**src/rtl/lockdet_pkg.sv**
```systemverilog
`timescale 1ns/1ps
package lockdet_pkg;
   // monitor pin routing: bit 0 = RF side, bit 1 = feedback side
   typedef enum logic [1:0] {
      MON_IF_REF = 2'b00,
      MON_RF_REF = 2'b01,
      MON_IF_FB  = 2'b10,
      MON_RF_FB  = 2'b11
   } mon_sel_e;
endpackage

```
**src/rtl/lockdet_sync.sv**
```systemverilog
`timescale 1ns/1ps
module lockdet_sync #(
   parameter int STAGES = 2,
   parameter int W      = 2
) (
   input  logic         clk,
   input  logic         rst_n,
   input  logic [W-1:0] d,
   output logic [W-1:0] q
);
   generate
      if (STAGES < 2) begin : g_bad_stages
         $error("lockdet_sync: STAGES must be at least 2");
      end
   endgenerate

   logic [STAGES-1:0][W-1:0] stage_q;

   always_ff @(posedge clk or negedge rst_n) begin
      if (!rst_n) stage_q <= '0;
      else        stage_q <= {stage_q[STAGES-2:0], d};
   end

   assign q = stage_q[STAGES-1];
endmodule

```
**src/rtl/lockdet_loop.sv**
```systemverilog
`timescale 1ns/1ps
module lockdet_loop #(
   parameter int THR_W       = 8,
   parameter int GOOD_N      = 10,
   parameter int SYNC_STAGES = 2
) (
   input  logic             clk,
   input  logic             rst_n,
   input  logic             up,
   input  logic             dn,
   input  logic             stb,
   input  logic             pwr_save,
   input  logic [THR_W-1:0] unlock_thr,
   input  logic [THR_W-1:0] lock_thr,
   output logic             locked,
   output logic             ok,
   output logic             err
);
   localparam int               GOOD_W    = $clog2(GOOD_N + 1);
   localparam logic [GOOD_W-1:0] GOOD_LAST = GOOD_W'(GOOD_N - 1);
   localparam logic [THR_W-1:0]  WIDTH_MAX = '1;

   generate
      if (GOOD_N < 1) begin : g_bad_good
         $error("lockdet_loop: GOOD_N must be at least 1");
      end
   endgenerate

   logic [1:0]        pd_s;
   logic [THR_W-1:0]  width_q, peak_q, cur_w, peak_n;
   logic [GOOD_W-1:0] good_q;
   logic              wide_err, quiet;

   lockdet_sync #(.STAGES(SYNC_STAGES), .W(2)) u_sync (
      .clk   (clk),
      .rst_n (rst_n),
      .d     ({up, dn}),
      .q     (pd_s)
   );

   // width of the running error pulse including this tick, saturating
   always_comb begin
      err = pd_s[1] | pd_s[0];
      if (!err)                   cur_w = '0;
      else if (width_q == WIDTH_MAX) cur_w = WIDTH_MAX;
      else                        cur_w = width_q + 1'b1;
      peak_n   = (cur_w > peak_q) ? cur_w : peak_q;
      wide_err = err && (cur_w >= unlock_thr);
      quiet    = (peak_n <= lock_thr);
   end

   always_ff @(posedge clk or negedge rst_n) begin
      if (!rst_n) begin
         width_q <= '0;
         peak_q  <= '0;
         good_q  <= '0;
         locked  <= 1'b0;
      end else if (pwr_save) begin
         width_q <= '0;
         peak_q  <= '0;
      end else begin
         width_q <= cur_w;
         peak_q  <= stb ? '0 : peak_n;
         if (wide_err) begin
            locked <= 1'b0;
            good_q <= '0;
         end else if (stb) begin
            if (!quiet)                 good_q <= '0;
            else if (good_q == GOOD_LAST) locked <= 1'b1;
            else                        good_q <= good_q + 1'b1;
         end
      end
   end

   assign ok = locked | pwr_save;
endmodule

```
**src/rtl/lockdet_mon.sv**
```systemverilog
`timescale 1ns/1ps
module lockdet_mon
   import lockdet_pkg::*;
(
   input  logic       lock_all,
   input  logic       mon_en,
   input  logic [1:0] mon_sel,
   input  logic       if_ref,
   input  logic       rf_ref,
   input  logic       if_fb,
   input  logic       rf_fb,
   output logic       mon_pin
);
   always_comb begin
      if (!mon_en) mon_pin = lock_all;
      else begin
         unique case (mon_sel_e'(mon_sel))
            MON_IF_REF: mon_pin = if_ref;
            MON_RF_REF: mon_pin = rf_ref;
            MON_IF_FB:  mon_pin = if_fb;
            MON_RF_FB:  mon_pin = rf_fb;
         endcase
      end
   end
endmodule

```
**src/rtl/dual_lock_detect.sv**
```systemverilog
`timescale 1ns/1ps
module dual_lock_detect #(
   parameter int THR_W       = 8,
   parameter int RF_GOOD_N   = 10,
   parameter int IF_GOOD_N   = 3,
   parameter int SYNC_STAGES = 2
) (
   input  logic             clk,
   input  logic             rst_n,
   input  logic             rf_up,
   input  logic             rf_dn,
   input  logic             if_up,
   input  logic             if_dn,
   input  logic             rf_stb,
   input  logic             if_stb,
   input  logic             rf_ps,
   input  logic             if_ps,
   input  logic [THR_W-1:0] rf_unlock_thr,
   input  logic [THR_W-1:0] rf_lock_thr,
   input  logic [THR_W-1:0] if_unlock_thr,
   input  logic [THR_W-1:0] if_lock_thr,
   input  logic             mon_en,
   input  logic [1:0]       mon_sel,
   input  logic             if_ref,
   input  logic             rf_ref,
   input  logic             if_fb,
   input  logic             rf_fb,
   output logic             rf_ok,
   output logic             if_ok,
   output logic             lock_all,
   output logic             mon_pin
);
   generate
      if (THR_W < 2) begin : g_bad_thr
         $error("dual_lock_detect: THR_W must be at least 2");
      end
   endgenerate

   logic rf_state, if_state, rf_err, if_err;

   lockdet_loop #(.THR_W(THR_W), .GOOD_N(RF_GOOD_N), .SYNC_STAGES(SYNC_STAGES)) u_rf (
      .clk(clk), .rst_n(rst_n), .up(rf_up), .dn(rf_dn), .stb(rf_stb), .pwr_save(rf_ps),
      .unlock_thr(rf_unlock_thr), .lock_thr(rf_lock_thr),
      .locked(rf_state), .ok(rf_ok), .err(rf_err)
   );

   lockdet_loop #(.THR_W(THR_W), .GOOD_N(IF_GOOD_N), .SYNC_STAGES(SYNC_STAGES)) u_if (
      .clk(clk), .rst_n(rst_n), .up(if_up), .dn(if_dn), .stb(if_stb), .pwr_save(if_ps),
      .unlock_thr(if_unlock_thr), .lock_thr(if_lock_thr),
      .locked(if_state), .ok(if_ok), .err(if_err)
   );

   assign lock_all = rf_ok & if_ok;

   lockdet_mon u_mon (
      .lock_all(lock_all), .mon_en(mon_en), .mon_sel(mon_sel),
      .if_ref(if_ref), .rf_ref(rf_ref), .if_fb(if_fb), .rf_fb(rf_fb),
      .mon_pin(mon_pin)
   );
endmodule

```
**config.mk**
```make
export PLATFORM = sky130hd
export DESIGN_NAME = dual_lock_detect
export DESIGN_NICKNAME = d
export VERILOG_FILES = /design/src/rtl/lockdet_pkg.sv /design/src/rtl/lockdet_sync.sv /design/src/rtl/lockdet_loop.sv /design/src/rtl/lockdet_mon.sv /design/src/rtl/dual_lock_detect.sv
export SDC_FILE = /design/constraint.sdc
export NUM_CORES = 1
export LEC_CHECK = 0
export BUFFER_PORTS_ARGS = -buffer_cell sky130_fd_sc_hd__buf_4
export CELL_PAD_IN_SITES_DETAIL_PLACEMENT = 1
export CELL_PAD_IN_SITES_GLOBAL_PLACEMENT = 1
export CORE_MARGIN = 1
export CORE_UTILIZATION = 44
export CTS_CLUSTER_SIZE = 8
export DETAILED_ROUTE_END_ITERATION = 8
export MAX_ROUTING_LAYER = met4
export PLACE_DENSITY_LB_ADDON = 0.25
export SETUP_SLACK_MARGIN = 0.1
export SLEW_MARGIN = 20
export SYNTH_ARGS = -nofsm -noshare
export SYNTH_HDL_FRONTEND = slang
export SYNTH_SLANG_ARGS = --single-unit
export TNS_END_PERCENT = 10
```
**constraint.sdc**
```tcl
create_clock -name clk -period 4.6 [get_ports clk]
set_clock_uncertainty 0.05 [all_clocks]
set_input_delay 0 -clock clk [delete_from_list [all_inputs] [get_ports clk]]
set_output_delay 0 -clock clk [all_outputs]
set_load 0.03 [all_outputs]
```
==> flow_summary.yaml <==
outcome:
  outcome: "completed"
placement:
  gp_congestion: 0.8713
  dp_cells: 601
  numPortBuffers: 52
  hpwlAfterDp_mm: 8.480
route:
  wl_per_cell_um: 18.59
  remaining_drc_errors: 0
  num_vias: 3669
  ant_nets: 0
  routed_wl_mm: 11.64
  via_per_inst: 5.861
  drtIter0Drc: 83
  first_pass_iters: 4
sta:
  whs_ps: 99.09
  rsz0062_at_grt: "true"
  setup_viol: 0
  slew_headroom_pct: 40.66
  hold_viol_final: 0
  finalCriticalPeriod_ps: 4403
  period_share_pct: 95.71
  fmax_mhz: 227.1
  tightest_slew_ps: 886.9
  drv_slew: 0
final_layout:
  drive_gt1_share_pct: 29.56
  layout_common_cells: "buf_4 (89), inv_1 (47), nand2_1 (46), dfrtp_1 (46), ha_1 (43)"
  fin_nets: 614
  post-route-util_pct: 59.53
  area_growth_pct: 30.10
  final_common_cell: "buf_4"
  antenna_cells: 0
  instances_no_fill: 626
  multi_input_area_um2: 2561
  fillers: 951
  seq_area_um2: 1204
setup_path:
  critPathKind: "reg2reg"
  crit_path_max_fanout: 7
  cp-start-kind: "register"
  crit_path_top_delay_cell: "dfrtp_1"
  arrival_ps: 4550
  cpPeakStageDelay_ps: 430
  crit_chain: "ha_4 -> nand4_1 -> buf_4 -> and4bb_2 -> nor3_2 -> ha_1 -> buf_4 -> nand3_1 -> o221ai_1 -> o32a_4 -> mux2_4 -> ha_1 -> a21o_1 -> a21oi_2 -> a22o_1 -> a31oi_4 -> o21ai_0 -> a21oi_1 -> o22ai_1"
  ff2ff_path_depth: 19
  required_ps: 4750
  end_kind: "register"
synthesis:
  synth_edf_count: 0
  synth_warnings: 0
  synthArstFlopShare_pct: 100.0
  synth-main-ff-cell: "dfrtp_1"
  synth_seq_cells: 48
  postSynthCellCount: 424
  synth_fp_nets: 518
  avgSynthCellArea_um2: 8.912
  synth_area_um2: 3779
  yosysUniqueCellTypes: 65
  seq_area_frac_synth_pct: 31.79
floorplanning:
  die_w_um: 94.67
  core_area_um2: 8258
  placementRows: 33
  ios: 53
  start_util_pct: 45.76
  fp.dieH_um: 94.67
  dieArea_um2: 8962
clocking:
  clock_sink_count: 48
  htreeDepth: 2
  clkLatencyLatePin_ps: 320
  root_buffer: "clkbuf_8"
  cts_tree: "done"
  cts_made_buffers: 5
  cts_buffer_depth: 2
  path_clk_slew_ps: 110
power:
  p_leak_nw: 2.374
  ir_drop_v: 0.0001573
  power.density_nw_per_um2: 236.6
global_routing:
  antenna_found_initial: 0
  grt_start_max_net_pins: 49
  grt_pass1_wl_mm: 17.71
  grt-ovfl-total: 0
  grt_pass1_vias: 3748
  grt_usage_pct: 26.28
min_path:
  hp-class: "in2reg"
  hold_path_depth: 5
job:
  drv_cap: 0
## what timing repair did
item / CTS / global route
hold buffers: 8 / 0
pin swaps: 2 / 14
buffers inserted: 0 / 9
endpoints found under the setup margin: 7 / 8
endpoints found under the hold margin: 69 / 0
gates resized for setup: 7 / 32
cloned: 0 / 0
## path summary, 6_finish.rpt
kind                                   startpoint          endpoint  slack (ps)
setup / recovery                  u_if.width_q[1]    u_if.good_q[0]         200
hold / removal                             rf_stb    u_rf.good_q[3]         100
setup reg to reg                  u_if.width_q[1]    u_if.good_q[0]         200
hold reg to reg            u_if.u_sync.stage_q[0]  u_if.u_sync.q[0]         310
max in group asynchronous                   rst_n   u_if.width_q[0]        3840
min in group asynchronous                   rst_n    u_if.peak_q[7]         190
## routing by layer
| metal | global-route usage, % | vias up | part of all wire, % |
|---|---|---|---|
| li1 | - | 1728 | - |
| met1 | 32.86 | 1811 | 45 |
| met5 | - | - | 0 |
| met3 | 2.979 | 29 | 4.4 |
| met2 | 45.08 | 101 | 49 |
| met4 | 6.692 | 0 | 2.4 |
## kinds of logic (layout without fill, tap and decap cells)
group	Yosys count	in the layout	synth area share, %
AND/OR/NAND/NOR	150	150	20.27
multiplexers	28	28	8.642
flip-flops	48	48	31.79
buffers and inverters	55	152	5.960
XOR/XNOR	5	5	1.159
adder cells (fa/ha/maj)	46	46	15.17
AO/OA/AOI/OAI	92	92	17.02
## registers in the layout (all words and copies together) (netlist names), 2 cells and up
name / count
u_if.peak_q: 8
u_if.width_q: 8
u_rf.peak_q: 8
u_rf.width_q: 8
u_rf.good_q: 4
u_if.good_q: 2
u_if.u_sync.q: 2
u_if.u_sync.stage_q: 2
u_rf.u_sync.q: 2
u_rf.u_sync.stage_q: 2
## worst max-delay path: cells and delay by family (launching register included)
family	cells	cell delay, ps
AO/OA/AOI/OAI	9	1680
adder cells (fa/ha/maj)	3	840
buffers and inverters	2	320
AND/OR/NAND/NOR	4	650
flip-flops	1	430
multiplexers	1	310
## power by group
part | internal [mW] | leakage [nW] | switching, mW
sequential | 0.456 | 0.621 | 0.0299
combinational | 0.194 | 1.70 | 0.203
clock | 0.112 | 0.0491 | 0.167
## Yosys cell counts (2+ instances only)
master / n / area [um2]
a211oi_1: 4 / 30.03
a21o_1: 9 / 67.56
a21oi_1: 27 / 135.1
a31oi_1: 7 / 43.79
a41o_1: 2 / 20.02
and2_1: 8 / 50.05
and3_1: 3 / 18.77
and3_2: 2 / 15.01
and4_1: 2 / 17.52
buf_6: 2 / 22.52
clkbuf_1: 5 / 18.77
dfrtp_1: 48 / 1201
ha_1: 45 / 563.0
inv_1: 47 / 176.4
mux2_2: 7 / 78.83
mux2_4: 5 / 75.07
mux2i_1: 15 / 150.1
nand2_1: 47 / 176.4
nand3_1: 20 / 100.1
nand4_1: 8 / 50.05
nor2_1: 19 / 71.32
nor2b_1: 9 / 56.30
nor3_1: 12 / 60.06
nor4_1: 4 / 25.02
nor4b_1: 2 / 17.52
o211ai_1: 2 / 15.01
o21a_1: 2 / 15.01
o21ai_0: 11 / 55.05
o21bai_1: 2 / 15.01
o221ai_1: 5 / 43.79
o22ai_1: 2 / 12.51
or2_2: 5 / 31.28
xnor2_1: 4 / 35.03
## through the flow
stage | setup WS, ps | TNS (ps) | area (um2) | total power, mW
after floorplan | 341.9 | 0 | 3779 | 0.7117
after global placement | 133.2 | 0 | 4462 | 0.8222
after detailed placement | -162.0 | -437.7 | 4462 | 0.8489
after CTS | 29.78 | 0 | 4674 | 1.136
after global routing | 3.164 | 0 | 4916 | 1.225
final | 197.3 | 0 | 4916 | 1.163
## layout make-up
| cell class | instances | area share, % |
|---|---|---|
| tap | 105 | 2.672 |
| multi-input combinational | 321 | 52.10 |
| sequential | 48 | 24.48 |
| clock buffer | 5 | 1.400 |
| inverter | 47 | 3.589 |
| clock inverter | 3 | 0.5345 |
| timing repair buffer | 97 | 15.22 |
Power figures use the tool's default switching activity.
